==> src/rtl/mhf_pkg.sv <==
package mhf_pkg;
    localparam int ADDR_W   = 48;
    localparam int WORD_W   = 32;
    localparam int BYTE_W   = 8;
    localparam int GROUP_BIT = 40;
    localparam int VALID_BIT = 16;
    localparam int SET_BIT   = 8;

    typedef enum logic {
        ST_IDLE   = 1'b0,
        ST_REPORT = 1'b1
    } mhf_state_t;

    // Rebuild a stored 48-bit address from its low and upper words.
    function automatic logic [ADDR_W-1:0] words_to_addr(input logic [WORD_W-1:0] lo,
                                                        input logic [WORD_W-1:0] hi);
        logic [ADDR_W-1:0] a;
        for (int b = 0; b < 6; b++) begin
            if (b < 4)
                a[ADDR_W-1-BYTE_W*b -: BYTE_W] = lo[BYTE_W*b +: BYTE_W];
            else
                a[ADDR_W-1-BYTE_W*b -: BYTE_W] = hi[BYTE_W*(b-4) +: BYTE_W];
        end
        return a;
    endfunction
endpackage

==> src/rtl/mhf_addr_bank.sv <==
module mhf_addr_bank
    import mhf_pkg::*;
#(
    parameter int NUM_SLOTS = 8,
    parameter int SEL_W     = 5
)(
    input  logic                   clk,
    input  logic                   rst_n,
    input  logic                   wr_en,
    input  logic [SEL_W-1:0]       wr_sel,
    input  logic [WORD_W-1:0]      wr_data,
    input  logic [ADDR_W-1:0]      da,
    output logic [NUM_SLOTS-1:0]   slot_hit
);
    for (genvar k = 0; k < NUM_SLOTS; k++) begin : g_slot
        localparam logic [SEL_W-1:0] SEL_LO = SEL_W'(2*k);
        localparam logic [SEL_W-1:0] SEL_HI = SEL_W'(2*k+1);

        logic [WORD_W-1:0] lo_q;
        logic [WORD_W-1:0] hi_q;
        logic              valid_q;

        always_ff @(posedge clk) begin
            if (!rst_n) begin
                lo_q    <= '0;
                hi_q    <= '0;
                valid_q <= 1'b0;
            end else if (wr_en) begin
                if (wr_sel == SEL_LO)
                    lo_q <= wr_data;
                if (wr_sel == SEL_HI) begin
                    hi_q    <= {{(WORD_W-VALID_BIT){1'b0}}, wr_data[VALID_BIT-1:0]};
                    valid_q <= wr_data[VALID_BIT];
                end
            end
        end

        assign slot_hit[k] = valid_q && (words_to_addr(lo_q, hi_q) == da);
    end
endmodule

==> src/rtl/mhf_hash_table.sv <==
module mhf_hash_table
    import mhf_pkg::*;
#(
    parameter int HASH_W = 6
)(
    input  logic              clk,
    input  logic              rst_n,
    input  logic              tbl_we,
    input  logic [HASH_W-1:0] tbl_idx,
    input  logic              tbl_set,
    input  logic [ADDR_W-1:0] da,
    output logic              group_hit
);
    localparam int ENTRIES = 1 << HASH_W;

    logic [ENTRIES-1:0] tbl_q;
    logic [HASH_W-1:0]  hash;

    // Each hash bit folds one address byte; byte i drives bit HASH_W-1-i.
    for (genvar i = 0; i < HASH_W; i++) begin : g_fold
        assign hash[HASH_W-1-i] = ^da[BYTE_W*i +: BYTE_W];
    end

    always_ff @(posedge clk) begin
        if (!rst_n)
            tbl_q <= '0;
        else if (tbl_we)
            tbl_q[tbl_idx] <= tbl_set;
    end

    assign group_hit = da[GROUP_BIT] && tbl_q[hash];
endmodule

==> src/rtl/mhf_decide_fsm.sv <==
module mhf_decide_fsm
    import mhf_pkg::*;
(
    input  logic clk,
    input  logic rst_n,
    input  logic da_valid,
    input  logic hit,
    output logic accept_valid,
    output logic accept
);
    mhf_state_t state_q, state_d;

    always_comb begin
        state_d = state_q;
        unique case (state_q)
            ST_IDLE:   state_d = da_valid ? ST_REPORT : ST_IDLE;
            ST_REPORT: state_d = da_valid ? ST_REPORT : ST_IDLE;
            default:   state_d = ST_IDLE;
        endcase
    end

    always_ff @(posedge clk) begin
        if (!rst_n)
            state_q <= ST_IDLE;
        else
            state_q <= state_d;
    end

    always_ff @(posedge clk) begin
        if (!rst_n)
            accept <= 1'b0;
        else
            accept <= da_valid && hit;
    end

    assign accept_valid = (state_q == ST_REPORT);
endmodule

==> src/rtl/mhf_filter_top.sv <==
module mhf_filter_top
    import mhf_pkg::*;
#(
    parameter int NUM_SLOTS = 8,
    parameter int HASH_W    = 6,
    localparam int SEL_W    = $clog2(2*NUM_SLOTS+1)
)(
    input  logic              clk,
    input  logic              rst_n,
    input  logic              wr_en,
    input  logic [SEL_W-1:0]  wr_sel,
    input  logic [31:0]       wr_data,
    input  logic              promisc,
    input  logic              da_valid,
    input  logic [47:0]       da,
    output logic              accept_valid,
    output logic              accept
);
    localparam logic [SEL_W-1:0] SEL_TBL = SEL_W'(2*NUM_SLOTS);

    logic [NUM_SLOTS-1:0] slot_hit;
    logic                 group_hit;
    logic                 hit;
    logic                 tbl_we;

    mhf_addr_bank #(.NUM_SLOTS(NUM_SLOTS), .SEL_W(SEL_W)) bank_i (
        .clk(clk), .rst_n(rst_n), .wr_en(wr_en), .wr_sel(wr_sel),
        .wr_data(wr_data), .da(da), .slot_hit(slot_hit)
    );

    assign tbl_we = wr_en && (wr_sel == SEL_TBL);

    mhf_hash_table #(.HASH_W(HASH_W)) table_i (
        .clk(clk), .rst_n(rst_n), .tbl_we(tbl_we),
        .tbl_idx(wr_data[HASH_W-1:0]), .tbl_set(wr_data[SET_BIT]),
        .da(da), .group_hit(group_hit)
    );

    assign hit = promisc || (|slot_hit) || group_hit;

    mhf_decide_fsm fsm_i (
        .clk(clk), .rst_n(rst_n), .da_valid(da_valid), .hit(hit),
        .accept_valid(accept_valid), .accept(accept)
    );
endmodule

==> config.mk <==
export PLATFORM = sky130hd
export DESIGN_NAME = mhf_filter_top
export DESIGN_NICKNAME = d
export VERILOG_FILES = /design/src/rtl/mhf_pkg.sv /design/src/rtl/mhf_addr_bank.sv /design/src/rtl/mhf_hash_table.sv /design/src/rtl/mhf_decide_fsm.sv /design/src/rtl/mhf_filter_top.sv
export SDC_FILE = /design/constraint.sdc
export NUM_CORES = 1
export LEC_CHECK = 0
export ABC_AREA = 1
export BUFFER_PORTS_ARGS = -buffer_cell sky130_fd_sc_hd__buf_2
export CAP_MARGIN = 20
export CORE_MARGIN = 2
export CORE_UTILIZATION = 40
export CTS_CLUSTER_DIAMETER = 100
export DETAILED_ROUTE_END_ITERATION = 8
export PLACE_DENSITY_LB_ADDON = 0.25
export SETUP_SLACK_MARGIN = 0.05
export SYNTH_ARGS = -nofsm -noshare
export SYNTH_HDL_FRONTEND = slang
export SYNTH_SLANG_ARGS = --single-unit
==> constraint.sdc <==
create_clock -name clk -period 4.2 [get_ports clk]
set_input_delay 1.05 -clock clk [delete_from_list [all_inputs] [get_ports clk]]
set_output_delay 1.05 -clock clk [all_outputs]
set_load 0.02 [all_outputs]
==> reports/metrics.yaml <==
final_layout:
  nNetsFinal: 3148
  drive_gt1_frac: 0.108
  fin_cells: 3853
  final_area_um2: 25200
  fin_util: 0.459
  syn_to_final_growth_pct: 13.5
global_route:
  grt_first_pass_wirelength_um: 168000
  antenna_found_initial: 13
  overflow: 0
  grt_util_all_layers: 0.418
  grt_start_max_net_pins: 223
  grt_pass1_vias: 21900
yosys:
  netlist_instances: 3037
  synth_top_area_share: 0.413
  ys_ff_latch: 458
  yosys_most_used_dff: "dfxtp_1"
  synth.distinct_cells: 36
  ys_seq_area_frac: 0.413
  synth_fp_nets: 3127
  postSynthAreaPerCell_um2: 7.31
  synth_top_area_cell: "dfxtp_1"
  synth_edf_count: 0
  synth.area.top_cells: "dfxtp_1 (41%), a21oi_1 (9.8%), o21ai_0 (7.5%), nand2_1 (6.1%), inv_1 (5.6%)"
  async_reset_ff_frac: 0
  netlist_area_um2: 22200
  yosys_warnings: 0
timing:
  grt_setup_unrepaired: "false"
  fmax_mhz: 310
  min_period_ns: 3.22
  tightest_slew_ns: 1.13
  hold_violations: 0
  setup_viol: 0
  relSlewSlack: 0.249
  fin_ws_ns: 0.975
  post-route-period-util: 0.768
  hold_ws_ns: 0.463
  setup_tns_ns: 0
  slew_violations: 0
  finClkSkew_ns: 0.0153
die:
  rows: 86
  die_height_um: 240
  fp.dieW_um: 240
  core_um2: 55000
  pin_count: 92
  start_util: 0.404
  die_area_um2: 57400
status:
  status: "finished, final reports clean"
critical_path:
  cp-start-kind: "input pin"
  crit_type: "in -> reg"
  worstSetupEndpointType: "flip-flop"
  cp_max_fo: 33
  cp.arrival_ns: 3.77
  cp_data_required_time_ns: 4.74
place:
  place_area_um2: 23500
  portBuffers: 91
  place_hpwl_um: 84100
  place.gp.congestion: 1.04
  dpl.cell_count: 3751
  place_ws_ns: 0.450
hold_path:
  hold_path.class: "reg -> reg"
clock_network:
  cts_setup_buffers: 0
  clk_transition_reported_paths_ns: 0.06
  hold_buffers: 0
  numCtsBuffers: 53
  cts-resized-gates: 0
  clk_path_buf_depth: 3
  htree_levels: 2
  clock_latency_ns: 0.62
  cts_tree: "built"
  root_buffer: "clkbuf_16"
  cts_num_sinks: 458
pwr:
  p_comb_frac: 0.139
  switching_share: 0.299
  p_seq_frac: 0.414
  p_total_mw: 10.7
  cellPowerDensity_nw_per_um2: 423
  leakagePower_nw: 8.92
  p_int_mw: 7.48
  power.share.clock: 0.447
  peakVddDrop_uv: 322
  p_sw_mw: 3.19
detailed_routing:
  post-route-drc-count: 0
  drtIter0Drc: 3944
  routed_wl_um: 123000
  avgRoutedWirePerCell_um: 31.8
  dr.pass1.iters: 8
  wl_met2_um: 48600
  top_layer: "met5"
  via_count: 24300
  route.met3.wl_um: 16700
  ant_nets: 0
  wl_met1_um: 47700
  vias_per_cell: 6.31
job:
  drv_cap: 0
routing by layer:
metal / global-route usage / up-vias
li1: - / 10500
met1: 0.548 / 11500
met2: 0.590 / 1873
met3: 0.123 / 480
met4: 0.278 / 4
met5: 0 / -
cells in the mapped netlist (19+ instances only):
master,number
nor2_1,155
a311oi_1,60
nand3_1,198
a21oi_1,433
inv_1,329
o21ai_0,331
buf_4,19
xnor2_1,73
xor2_1,51
buf_2,37
nor4_1,29
a221oi_1,44
nand4_1,28
o22ai_1,179
nand2_1,361
dfxtp_1,458
clkbuf_1,164
worst max-delay path: stages:
cell      delay [ns]
buf_2           0.34
inv_1           0.35
nand2_1         0.15
nand2_1         0.08
nand2_1         0.07
nand2_1         0.09
nand2_4         0.33
nand2_4         0.29
nand2_1         0.14
nand3_1         0.09
nand3_1         0.11
nand2_1         0.08
nand2_1         0.06
nand3_1         0.07
nand3b_1        0.13
nand3_1         0.13
a21oi_1         0.16
sequential cells by signal, summed over array words and instances, names as in the netlist:
register               flops
fsm_i.accept_valid         1
bank_i.g_slot.lo_q       256
bank_i.g_slot.valid_q      8
fsm_i.accept               1
bank_i.g_slot.hi_q       128
table_i.tbl_q             64
final cells by class:
| class | count | area, um2 |
|---|---|---|
| tap | 748 | 936 |
| clock buffer | 83 | 1600 |
| fill | 5636 | 29800 |
| sequential | 458 | 9170 |
| multi-input combinational | 1993 | 10700 |
| clock inverter | 15 | 153 |
| antenna | 4 | 10.0 |
| timing repair buffer | 204 | 1350 |
| inverter | 348 | 1310 |
power groups by stage:
stage          clock [mW]  combinational (mW)  sequential (mW)
2_1_floorplan           0               0.738             4.51
3_3_place_gp            0                1.39             4.52
3_5_place_dp            0                1.39             4.52
4_1_cts              4.76                1.39             4.42
5_1_grt              4.93                1.50             4.42
6_report             4.77                1.48             4.42
kinds of logic (layout without fill, tap and decap cells):
| family | after synthesis | in the layout | synth area share |
|---|---|---|---|
| compound gates | 1060 | 1060 | 0.268 |
| xor+xnor | 124 | 124 | 0.0489 |
| buf+inv | 586 | 650 | 0.108 |
| flops | 458 | 458 | 0.413 |
| other cells | 0 | 4 | 0 |
| simple gates | 809 | 809 | 0.162 |
final timing paths:
path	slack, ns	end	from	cells after the start
setup / recovery	0.98	fsm_i.accept	da[45]	17
setup reg to reg	1.55	fsm_i.accept	bank_i.g_slot[5].lo_q[0]	11
hold reg to reg	0.46	bank_i.g_slot[1].lo_q[0]	bank_i.g_slot[1].lo_q[0]	2
hold / removal	0.46	bank_i.g_slot[1].lo_q[0]	bank_i.g_slot[1].lo_q[0]	2
placed cells by master, fill, tap and decap left out, drive strengths merged, types with 2 or more instances in the layout:
cell,instances
o211ai,2
o31ai,2
o21ai,331
nor2,158
nor3,18
a21oi,433
buf,203
nand4,29
xnor2,73
o2111ai,6
o22ai,179
clkbuf,84
clkinv,21
diode,4
dfxtp,458
nand3,198
or2,3
xor2,51
a211oi,2
clkinvlp,2
nand3b,5
a221oi,44
nor4,29
a311oi,60
inv,338
nand2,369
bufinv,2
No activity file was read; power rests on OpenSTA's default activity.
